==> src/rtl/pwm_fault_pkg.sv <==
package pwm_fault_pkg;

    localparam int unsigned NSRC = 4;

    localparam int unsigned SRC_EVT0 = 0;
    localparam int unsigned SRC_EVT1 = 1;
    localparam int unsigned SRC_DBG  = 2;
    localparam int unsigned SRC_LOCK = 3;

    typedef enum logic [1:0] {
        ACT_INACTIVE = 2'd0,
        ACT_CLEAR    = 2'd1,
        ACT_TRISTATE = 2'd2,
        ACT_RESERVED = 2'd3
    } safe_act_e;

    typedef struct packed {
        logic lockup;
        logic dbg;
        logic evt1;
        logic evt0;
    } fsrc_t;

    typedef struct packed {
        logic drive;
        logic level;
    } pin_t;

    function automatic pin_t safe_pin(input safe_act_e act, input logic low_active);
        pin_t p;
        unique case (act)
            ACT_INACTIVE: begin p.drive = 1'b1; p.level = low_active; end
            ACT_CLEAR:    begin p.drive = 1'b1; p.level = 1'b0;       end
            default:      begin p.drive = 1'b0; p.level = 1'b0;       end
        endcase
        return p;
    endfunction

endpackage

==> src/rtl/fault_src_sampler.sv <==
module fault_src_sampler
    import pwm_fault_pkg::*;
#(
    parameter int unsigned NUM_CH = 8,
    localparam int unsigned SEL_W = (NUM_CH > 1) ? $clog2(NUM_CH) : 1
) (
    input  logic [NUM_CH-1:0] evt_ch,
    input  logic [SEL_W-1:0]  evt0_sel,
    input  logic [SEL_W-1:0]  evt1_sel,
    input  logic              dbg_halt,
    input  logic              core_lockup,
    input  logic [NSRC-1:0]   src_en,
    output fsrc_t             hit
);
    localparam int unsigned NEVT = 2;

    logic [SEL_W-1:0] sel_arr [NEVT];
    logic [NEVT-1:0]  evt_lvl;

    assign sel_arr[0] = evt0_sel;
    assign sel_arr[1] = evt1_sel;

    for (genvar e = 0; e < NEVT; e++) begin : g_evt
        always_comb begin
            evt_lvl[e] = 1'b0;
            for (int c = 0; c < NUM_CH; c++) begin
                if (sel_arr[e] == SEL_W'(c)) evt_lvl[e] = evt_ch[c];
            end
        end
    end

    always_comb begin
        hit.evt0   = evt_lvl[0]  & src_en[SRC_EVT0];
        hit.evt1   = evt_lvl[1]  & src_en[SRC_EVT1];
        hit.dbg    = dbg_halt    & src_en[SRC_DBG];
        hit.lockup = core_lockup & src_en[SRC_LOCK];
    end

endmodule

==> src/rtl/fault_status_reg.sv <==
module fault_status_reg
    import pwm_fault_pkg::*;
(
    input  logic            clk,
    input  logic            rst,
    input  fsrc_t           hit,
    input  logic            dbg_halt,
    input  logic            auto_restart,
    input  logic            clr_we,
    input  logic [NSRC-1:0] clr_mask,
    output fsrc_t           status,
    output logic            any_fault
);
    fsrc_t sw_clr;
    fsrc_t hw_clr;
    fsrc_t status_d;

    always_comb begin
        sw_clr = clr_we ? fsrc_t'(clr_mask) : '0;
        hw_clr = '0;
        hw_clr.dbg = auto_restart & ~dbg_halt;
        status_d = (status & ~(sw_clr | hw_clr)) | hit;
    end

    always_ff @(posedge clk) begin
        if (rst) status <= '0;
        else     status <= status_d;
    end

    assign any_fault = |status;

endmodule

==> src/rtl/pwm_safe_drive.sv <==
module pwm_safe_drive
    import pwm_fault_pkg::*;
#(
    parameter int unsigned NUM_OUT = 6
) (
    input  logic [NUM_OUT-1:0] pwm_in,
    input  logic [NUM_OUT-1:0] pol_low,
    input  logic [1:0]         act_sel,
    input  logic               any_fault,
    output logic [NUM_OUT-1:0] pwm_out,
    output logic [NUM_OUT-1:0] pwm_oe
);
    safe_act_e act;
    assign act = safe_act_e'(act_sel);

    for (genvar i = 0; i < NUM_OUT; i++) begin : g_pin
        pin_t safe;
        always_comb begin
            safe = safe_pin(act, pol_low[i]);
            if (any_fault) begin
                pwm_out[i] = safe.level;
                pwm_oe[i]  = safe.drive;
            end else begin
                pwm_out[i] = pwm_in[i];
                pwm_oe[i]  = 1'b1;
            end
        end
    end

endmodule

==> src/rtl/pwm_fault_guard.sv <==
module pwm_fault_guard
    import pwm_fault_pkg::*;
#(
    parameter int unsigned NUM_OUT = 6,
    parameter int unsigned NUM_CH  = 8,
    localparam int unsigned SEL_W  = (NUM_CH > 1) ? $clog2(NUM_CH) : 1
) (
    input  logic               clk,
    input  logic               rst,
    input  logic [NUM_OUT-1:0] pwm_in,
    input  logic [NUM_OUT-1:0] pol_low,
    input  logic [NUM_CH-1:0]  evt_ch,
    input  logic [SEL_W-1:0]   evt0_sel,
    input  logic [SEL_W-1:0]   evt1_sel,
    input  logic               dbg_halt,
    input  logic               core_lockup,
    input  logic [3:0]         src_en,
    input  logic [1:0]         act_sel,
    input  logic               auto_restart,
    input  logic               clr_we,
    input  logic [3:0]         clr_mask,
    output logic [NUM_OUT-1:0] pwm_out,
    output logic [NUM_OUT-1:0] pwm_oe,
    output logic [3:0]         fault_status,
    output logic               fault_active
);
    fsrc_t hit;
    fsrc_t status;
    logic  any_fault;

    fault_src_sampler #(.NUM_CH(NUM_CH)) u_sampler (
        .evt_ch      (evt_ch),
        .evt0_sel    (evt0_sel),
        .evt1_sel    (evt1_sel),
        .dbg_halt    (dbg_halt),
        .core_lockup (core_lockup),
        .src_en      (src_en),
        .hit         (hit)
    );

    fault_status_reg u_status (
        .clk          (clk),
        .rst          (rst),
        .hit          (hit),
        .dbg_halt     (dbg_halt),
        .auto_restart (auto_restart),
        .clr_we       (clr_we),
        .clr_mask     (clr_mask),
        .status       (status),
        .any_fault    (any_fault)
    );

    pwm_safe_drive #(.NUM_OUT(NUM_OUT)) u_drive (
        .pwm_in    (pwm_in),
        .pol_low   (pol_low),
        .act_sel   (act_sel),
        .any_fault (any_fault),
        .pwm_out   (pwm_out),
        .pwm_oe    (pwm_oe)
    );

    assign fault_status = status;
    assign fault_active = any_fault;

endmodule

==> config.mk <==
export PLATFORM = sky130hd
export DESIGN_NAME = pwm_fault_guard
export DESIGN_NICKNAME = d
export VERILOG_FILES = /design/src/rtl/pwm_fault_pkg.sv /design/src/rtl/fault_src_sampler.sv /design/src/rtl/fault_status_reg.sv /design/src/rtl/pwm_safe_drive.sv /design/src/rtl/pwm_fault_guard.sv
export SDC_FILE = /design/constraint.sdc
export NUM_CORES = 1
export LEC_CHECK = 0
export CAP_MARGIN = 20
export CORE_MARGIN = 2
export CORE_UTILIZATION = 26
export CTS_CLUSTER_DIAMETER = 60
export DETAILED_ROUTE_END_ITERATION = 10
export GPL_TIMING_DRIVEN = 0
export PLACE_DENSITY = 0.83
export SETUP_SLACK_MARGIN = 0.1
export SYNTH_ARGS = -nofsm -noshare
export SYNTH_HDL_FRONTEND = slang
export SYNTH_SLANG_ARGS = --single-unit
==> constraint.sdc <==
create_clock -name clk -period 3.52 [get_ports clk]
set_input_delay 1.056 -clock clk [delete_from_list [all_inputs] [get_ports clk]]
set_output_delay 1.056 -clock clk [all_outputs]
set_load 0.01 [all_outputs]
==> results of run 1 <==
==> synthesized netlist by cell type (all sizes together) <==
master and instances:
buf 5, a21oi 1, nor4 1, nand3 6, inv 1, nand2 20
o221ai 2, nor2 2, dfxtp 4, o21ai 1, nand2b 3, mux4 2
a211oi 4, mux2 4, a21boi 1, a22oi 1
==> cells by family after synthesis <==
group,after synthesis
AND/OR/NAND/NOR,32
flip-flops,4
AO/OA/AOI/OAI,10
buffers and inverters,6
multiplexers,6
==> routing by layer <==
layer  share of wire  vias to the layer above
met5               0                        -
met4          0.0030                        0
met3            0.20                        2
met2            0.48                       51
met1            0.32                      282
li1                -                      334
==> final timing paths <==
| kind | startpoint | endpoint | slack [ps] |
|---|---|---|---|
| max | act_sel[0] | pwm_out[5] | 200 |
| min | u_status.status[0]$_SDFF_PP0_ | u_status.status[0]$_SDFF_PP0_ | 530 |
| max reg2reg | u_status.status[2]$_SDFF_PP0_ | u_status.status[2]$_SDFF_PP0_ | 2550 |
| min reg2reg | u_status.status[0]$_SDFF_PP0_ | u_status.status[0]$_SDFF_PP0_ | 530 |
==> cell type report <==
| type | count | area (µm²) |
|---|---|---|
| Sequential cell | 4 | 80.08 |
| Clock buffer | 3 | 22.52 |
| Multi-Input combinational cell | 48 | 332.8 |
| Buffer | 5 | 37.54 |
| Tap cell | 16 | 20.02 |
| Inverter | 1 | 3.754 |
| Timing Repair Buffer | 60 | 590.6 |
| Fill cell | 140 | 471.7 |
==> what timing repair did <==
action	in CTS	in global routing
pin swaps	0	1
buffers inserted	1	1
endpoints found under the setup margin	6	1
resized for setup	8	1
==> worst max-delay path, delay by kind of cell <==
kind	cells	cell delay, ps
AND/OR/NAND/NOR	3	170
buffers and inverters	4	1040
==> power breakdown <==
group	total (mW)	internal, mW	switching [mW]
sequential	0.0539	0.0490	0.00492
clock	0.0558	0.0381	0.0177
combinational	0.149	0.0970	0.0523
total	0.259	0.184	0.0749
==> stage by stage <==
stage          setup TNS, ps  power (mW)  hold WS [ps]    util  instances
2_1_floorplan              0      0.1113         539.8       -         58
3_3_place_gp          -217.8      0.2054         526.4  0.6718        132
3_5_place_dp          -335.8      0.2085         537.4  0.6718        132
4_1_cts                    0      0.2618         541.9  0.6910        136
5_1_grt                    0      0.2782         548.8  0.6974        137
6_report                   0      0.2590         534.1  0.6974        137
==> results by group, run 1 <==
Run status
  • Status: completed

Finish
  • Max FFs per register: 4
  • Top flop regs: u_status.status x4
  • Syn-to-layout area delta: 143.4%
  • Finished Cell Area: 1087 µm²
  • Diode count: 0
  • Most frequent cells in the layout: clkdlybuf4s50_1 (51), nand2_1 (20), buf_4 (7)
  • Top reg by flops: u_status.status
  • Layout cell share with drive strength beyond 1: 0.1736
  • Most common cell after layout, fill and taps aside: clkdlybuf4s50_1
  • Final net count: 165

Worst setup path
  • Critical Path Sink Type: output pin
  • Type of the worst setup path: in -> out
  • Data arrival time of the worst path: 2270 ps
  • Most used cell, CP: buf_4
  • Critical Path RT: 2460 ps
  • Startpoint Class: input port
  • Critical path's slowest cell: clkdlybuf4s50_1
  • Worst-path cell chain: clkdlybuf4s50_1 > nor2_4 > buf_4 > buf_4 > nand3_1 > nand2_1 > dlygate4sd2_1
  • CP max FO: 4
  • CP max stage delay: 500 ps
  • Worst R2R Path Depth: 3

Placement
  • DP Wirelength: 1459 µm
  • Pre-CTS WS: -59.41 ps
  • Placed cell area: 1047 µm²
  • Port bufs: 58
  • Gpl congestion: 0.7592

Clock network
  • CTS tree: done
  • Clk sinks: 4
  • H-tree depth: 1
  • CTS Buf Count: 3
  • Longest Clk Path Bufs: 2
  • Root Driver: clkbuf_4
  • Clock Latency Late Sink: 230 ps
  • Clock-pin transition on the worst setup and hold timing paths: 40 ps
  • CTS Hold Buffers Added: 0

Synthesis
  • Synth Cell Area: 446.7 µm²
  • Post-synthesis sequential area ratio: 0.1793
  • Synth warn: 0
  • Post-synthesis xor/xnor area fraction: 0
  • Flip-flop and latch count after synthesis: 4
  • Synth Area in Compound Gates: 0.1849
  • Mapped Cells: 58
  • Main combinational cell family by area after synthesis: simple AND/OR/NAND/NOR gates
  • Adder-cell share of the synthesized area: 0
  • Mux share of post-synthesis cell area: 0.2017
  • Unique masters post-synth: 17
  • Area contributors post-synth: dfxtp_1 (18%), nand2_1 (17%), mux2_2 (10%)
  • Syn Area/Cell: 7.701 µm²
  • Simple logic cell fraction of the synthesized area: 0.3417
  • Synth top area share: 0.1793
  • Syn Nets: 100
  • Largest area contributor in the netlist: dfxtp_1

Job
  • Max Cap Viol: 0

Timing
  • Layout Skew: 0 ps
  • Final setup viols: 0
  • Final hold violations: 0
  • Final period utilization: 0.9440
  • Minimum clock period: 3323 ps
  • Post-route setup slack: 197.0 ps
  • Maximum clock rate: 300.9 MHz
  • Final Max Slew Viols: 0
  • Worst-Margin Slew: 422.1 ps
  • Worst rel slew slack: 0.7165
  • RSZ-0062 raised after global routing: no

Routing
  • Vias: 669
  • Drt pass-1 iters: 5
  • DRT antenna net count: 0
  • Drt wl/cell: 12.03 µm
  • Initial DRC count: 2
  • DR vias/cell: 4.883
  • DRC: 0
  • WL final: 1648 µm

GRT
  • Vias in the first global route: 609
  • GRT Residual Overflow: 0
  • Initial antenna violation count: 0
  • Most used routing layer: met2
  • Met1 global-route usage: 0.1335
  • Met3 usage: 0.07143
  • Pin count of the biggest net entering global routing: 9
  • Met2 Use GR: 0.3239
  • First-pass GRT wire length: 2387 µm
  • GRT Util Overall: 0.1634

Die
  • Die Y: 45.45 µm
  • # rows: 14
  • Die width: 45.45 µm
  • Die ar.: 2066 µm²
  • Boundary Pins: 59
  • Starting Density: 0.2865
  • CORE AREA: 1559 µm²

Min path
  • HP Class: reg -> reg
  • Hold depth: 2

Pwr
  • Power Density: 238.2 nW/µm²
  • Worst VDD drop: 134.2 µV
  • P_leak: 0.4633 nW
(Power assumes the default switching activity.)
==> run 2, diff against run 1 <==
MAX_ROUTING_LAYER = met4   (was default)
==> results by group, run 2 (synthesized netlist as in run 1, its figures left out) <==
Run status
  • Status: completed

Worst setup path
  • CP max FO: 4
  • Critical Path RT: 2460 ps
  • Data arrival time of the worst path: 2270 ps
  • Startpoint Class: input port
  • Critical Path Sink Type: output pin
  • Type of the worst setup path: in -> out

Finish
  • Most common cell after layout, fill and taps aside: clkdlybuf4s50_1
  • Layout fillers: 140
  • Top flop regs: u_status.status x4
  • Most frequent cells in the layout: clkdlybuf4s50_1 (51), nand2_1 (20), buf_4 (7)
  • Final net count: 165
  • Top reg by flops: u_status.status
  • Fin cells: 137
  • Layout cell share with drive strength beyond 1: 0.1736
  • Max FFs per register: 4
  • Finished Cell Area: 1087 µm²
  • Syn-to-layout area delta: 143.4%
  • Diode count: 0

Timing
  • Minimum clock period: 3323 ps
  • Final setup viols: 0
  • Hold Worst Slack: 534.1 ps
  • Final period utilization: 0.9440
  • Final hold violations: 0
  • Final Max Slew Viols: 0
  • Layout Skew: 0 ps
  • Setup_tns: 0 ps
  • Maximum clock rate: 300.9 MHz
  • Worst rel slew slack: 0.7165
  • Post-route setup slack: 197.0 ps
  • Worst-Margin Slew: 422.1 ps
  • RSZ-0062 raised after global routing: no

GRT
  • Pin count of the biggest net entering global routing: 9
  • Initial antenna violation count: 0
  • GRT Util Overall: 0.1682
  • GRT Residual Overflow: 0
  • Vias in the first global route: 609
  • First-pass GRT wire length: 2387 µm

Placement
  • Dpl cells: 132
  • Port bufs: 58
  • Placed cell area: 1047 µm²
  • Pre-CTS WS: -59.41 ps
  • Gpl congestion: 0.7693
  • DP Wirelength: 1459 µm

Clock network
  • CTS Buf Count: 3
  • Clock Latency Late Sink: 230 ps
  • Longest Clk Path Bufs: 2
  • Root Driver: clkbuf_4
  • CTS Hold Buffers Added: 0
  • Clk sinks: 4
  • Clock-pin transition on the worst setup and hold timing paths: 40 ps
  • H-tree depth: 1
  • CTS tree: done

Pwr
  • P_leak: 0.4633 nW
  • Worst VDD drop: 134.3 µV
  • Power Density: 238.2 nW/µm²

Routing
  • Vias: 669
  • DRC: 0
  • Drt pass-1 iters: 5
  • DRT antenna net count: 0
  • WL final: 1648 µm
  • DR vias/cell: 4.883
  • Drt wl/cell: 12.03 µm
  • Initial DRC count: 2

Job
  • Max Cap Viol: 0

Die
  • Boundary Pins: 59
  • # rows: 14
  • Starting Density: 0.2865
  • Die ar.: 2066 µm²
  • Die width: 45.45 µm
  • CORE AREA: 1559 µm²
  • Die Y: 45.45 µm

Min path
  • HP Class: reg -> reg
==> run 2: path summary, 6_finish.rpt <==
| path | start | to | slack [ps] | cells past startpoint |
|---|---|---|---|---|
| worst max-delay path | act_sel[0] | pwm_out[5] | 200 | 7 |
| worst min-delay path | u_status.status[0]$_SDFF_PP0_ | u_status.status[0]$_SDFF_PP0_ | 530 | 2 |
| worst min register to register | u_status.status[0]$_SDFF_PP0_ | u_status.status[0]$_SDFF_PP0_ | 530 | 2 |
| worst max register to register | u_status.status[2]$_SDFF_PP0_ | u_status.status[2]$_SDFF_PP0_ | 2550 | 3 |
==> run 2: repair_timing <==
action / in CTS / in global routing
resized for setup: 8 / 1
hold endpoints to repair: 0 / 0
endpoints found under the setup margin: 6 / 1
buffers inserted: 1 / 1
pin swaps: 0 / 1
==> run 2: where the power goes <==
part	internal [mW]	switching (mW)
Clock	0.0381	0.0177
Sequential	0.0490	0.00492
Combinational	0.0970	0.0523
==> run 2: worst max-delay path, stage by stage <==
cell             delay (ps)
clkdlybuf4s50_1         500
nor2_4                   50
buf_4                   140
buf_4                   120
nand3_1                  70
nand2_1                  50
dlygate4sd2_1           280
==> run 2: final cells by class <==
type	instances	area, µm²	area share
multi-input combinational	48	332.8	0.3061
timing repair buffer	60	590.6	0.5432
clock buffer	3	22.52	0.02071
inverter	1	3.754	0.003452
tap	16	20.02	0.01841
sequential	4	80.08	0.07365
buffer	5	37.54	0.03452
==> run 2: per-layer routing <==
metal  up-vias  global-route usage  share of wire
met1       282              0.1383           0.32
li1        334                   -              -
met3         2             0.06349           0.19
met5         -                   -              0
met2        51              0.3239           0.48
met4         0             0.07059         0.0030
==> run 2: through the flow <==
step | util | total power [mW]
detailed placement | 0.6718 | 0.2085
finish | 0.6974 | 0.2590
CTS | 0.6910 | 0.2618
global placement | 0.6718 | 0.2054
global route | 0.6974 | 0.2782
floorplan | - | 0.1113
==> run 3, diff against run 2 <==
CORE_UTILIZATION = 28   (was 26)
SYNTH_HIERARCHICAL = 1   (was default)
clock period = 4.1 ns   (was 3.52 ns; I/O delays follow)
==> results by group, run 3 <==
Routing
  • DRC: 0
  • Drt wl/cell: 10.67 µm
  • DRT antenna net count: 0
  • Initial DRC count: 4
  • DR vias/cell: 4.576
  • WL final: 1537 µm
  • Vias: 659
  • Drt pass-1 iters: 2

Synthesis
  • Syn Nets: 100
  • Flip-flop and latch count after synthesis: 4
  • Post-synth top flop: dfxtp_1
  • Area contributors post-synth: dfxtp_1 (16%), o22ai_2 (15%), mux4_1 (10%)
  • Synth top area share: 0.1569
  • Mapped Cells: 58
  • Largest area contributor in the netlist: dfxtp_1
  • Syn Area/Cell: 8.802 µm²
  • Unique masters post-synth: 20
  • Number of flops mapped to enable cells by yosys: 0
  • Cell with the most instances after synthesis: inv_1
  • Post-synthesis sequential area ratio: 0.1569
  • Synth top cells by count: inv_1 (9), nand2_1 (7), buf_4 (6), o22ai_2 (6), dfxtp_1 (4)
  • Synth Cell Area: 510.5 µm²
  • Fraction of registers with async set/reset: 0
  • Synth warn: 6

Timing
  • RSZ-0062 raised after global routing: no
  • Final hold violations: 0
  • Setup_tns: 0 ps
  • Worst-Margin Slew: 267.8 ps
  • Worst rel slew slack: 0.8202
  • Layout Skew: 0 ps
  • Maximum clock rate: 256.1 MHz
  • Final setup viols: 0
  • Hold Worst Slack: 604.4 ps
  • Minimum clock period: 3904 ps
  • Final Max Slew Viols: 0
  • Final period utilization: 0.9523

Clock network
  • CTS Hold Buffers Added: 0
  • H-tree depth: 1
  • CTS tree: done
  • Root Driver: clkbuf_4
  • Longest Clk Path Bufs: 2
  • Cts repair resizes: 0
  • CTS Buf Count: 3
  • Clock Latency Late Sink: 230 ps
  • Clock-pin transition on the worst setup and hold timing paths: 30 ps
  • Clk sinks: 4
  • Post-CTS setup buffers: 0

Finish
  • Multi-input logic area: 340.3 µm²
  • Register Area: 80.08 µm²
  • Most common cell after layout, fill and taps aside: clkdlybuf4s50_1
  • Max FFs per register: 4
  • Layout cell share with drive strength beyond 1: 0.1849
  • Final net count: 163
  • Diode count: 0
  • Most frequent cells in the layout: clkdlybuf4s50_1 (58), inv_1 (9), nand2_1 (7)
  • Fin util: 0.6630
  • Top reg by flops: u_status/status
  • Top flop regs: u_status/status x4
  • Syn-to-layout area delta: 124.3%
  • Layout fillers: 157

Worst setup path
  • Reg-to-reg critical path endpoint: u_status/status[2]$_SDFF_PP0_
  • Startpoint Class: input port
  • FF-to-FF Start: u_status/status[2]$_SDFF_PP0_
  • Worst-path cell chain: clkdlybuf4s50_1 > or2_1 > buf_6 > o22ai_2 > clkdlybuf4s50_1
  • Critical Path Sink Type: output pin
  • Top delay family on crit path: buffers and inverters
  • Critical Path RT: 2870 ps
  • Most used cell, CP: clkdlybuf4s50_1
  • Worst path depth: 5
  • Worst R2R Path Depth: 2
  • Crit path launch: act_sel[1]
  • Critical path's slowest cell: clkdlybuf4s50_1
  • Data arrival time of the worst path: 2670 ps
  • Type of the worst setup path: in -> out
  • Internal reg-to-reg setup slack: 3260 ps
  • CP max stage delay: 560 ps
  • CP max FO: 6
  • CP Buf/Inv Count: 3

Pwr
  • P_leak: 0.4665 nW
  • Power Density: 203.2 nW/µm²
  • Worst VDD drop: 143.4 µV

Die
  • Boundary Pins: 59
  • Die Y: 46.70 µm
  • # rows: 15
  • Starting Density: 0.2957
  • Die ar.: 2181 µm²
  • Die width: 46.70 µm
  • CORE AREA: 1727 µm²

GRT
  • Vias in the first global route: 615
  • First-pass GRT wire length: 2208 µm
  • Initial antenna violation count: 0
  • GRT Residual Overflow: 0
  • GRT Util Overall: 0.1504
  • Pin count of the biggest net entering global routing: 11

Placement
  • Port bufs: 58
  • DP Wirelength: 1424 µm
  • Gpl congestion: 0.8125

Min path
  • Hold depth: 2
  • Hold Startpoint: u_status/status[2]$_SDFF_PP0_
  • HP Class: reg -> reg
  • Worst Hold End: u_status/status[2]$_SDFF_PP0_

Run status
  • Status: completed

Job
  • Max Cap Viol: 0
-- run 3: worst max path at each step --
stage                       to  slack [ps]
global placement    pwm_out[0]         180
finish              pwm_out[2]         200
global route        pwm_out[2]         130
detailed placement  pwm_out[2]         190
floorplan           pwm_out[0]        1140
CTS                 pwm_out[2]         190
-- run 3: layout make-up --
type	count	area share
sequential	4	0.06995
tap	25	0.02732
clock buffer	3	0.01967
buffer	7	0.04918
inverter	9	0.02951
timing repair buffer	58	0.5071
multi-input combinational	38	0.2973
-- run 3: kinds of logic after synthesis --
| logic type | Yosys count | synth area share |
|---|---|---|
| AO/OA/AOI/OAI | 18 | 0.3480 |
| buffers and inverters | 16 | 0.1765 |
| flip-flops | 4 | 0.1569 |
| multiplexers | 6 | 0.1863 |
| AND/OR/NAND/NOR | 14 | 0.1324 |
-- run 3: tightest hold or removal path: stages, from the launching register on --
cell and delay [ps]:
dfxtp_1 310, a21bo_2 190, a211oi_1 60
-- run 3: layer usage --
metal	global-route usage	vias up	part of all wire
met5	-	-	0
met1	0.1051	282	0.30
li1	-	329	-
met2	0.3111	48	0.52
met4	0.06667	0	0
met3	0.05882	0	0.18
-- run 3: power by group --
| group | internal [mW] | switching [mW] |
|---|---|---|
| sequential | 0.0421 | 0.00179 |
| combinational | 0.0948 | 0.0462 |
| clock | 0.0327 | 0.0151 |
| total | 0.170 | 0.0632 |
-- run 3: per-stage QoR --
step                std cells  area (µm²)  worst slack [ps]  power (mW)
global route              144        1145             132.8      0.2480
global placement          141        1122             179.1      0.1850
floorplan                  58       510.5              1135      0.1043
CTS                       144        1145             190.1      0.2372
detailed placement        141        1122             190.1      0.1867
finish                    144        1145             195.7      0.2327
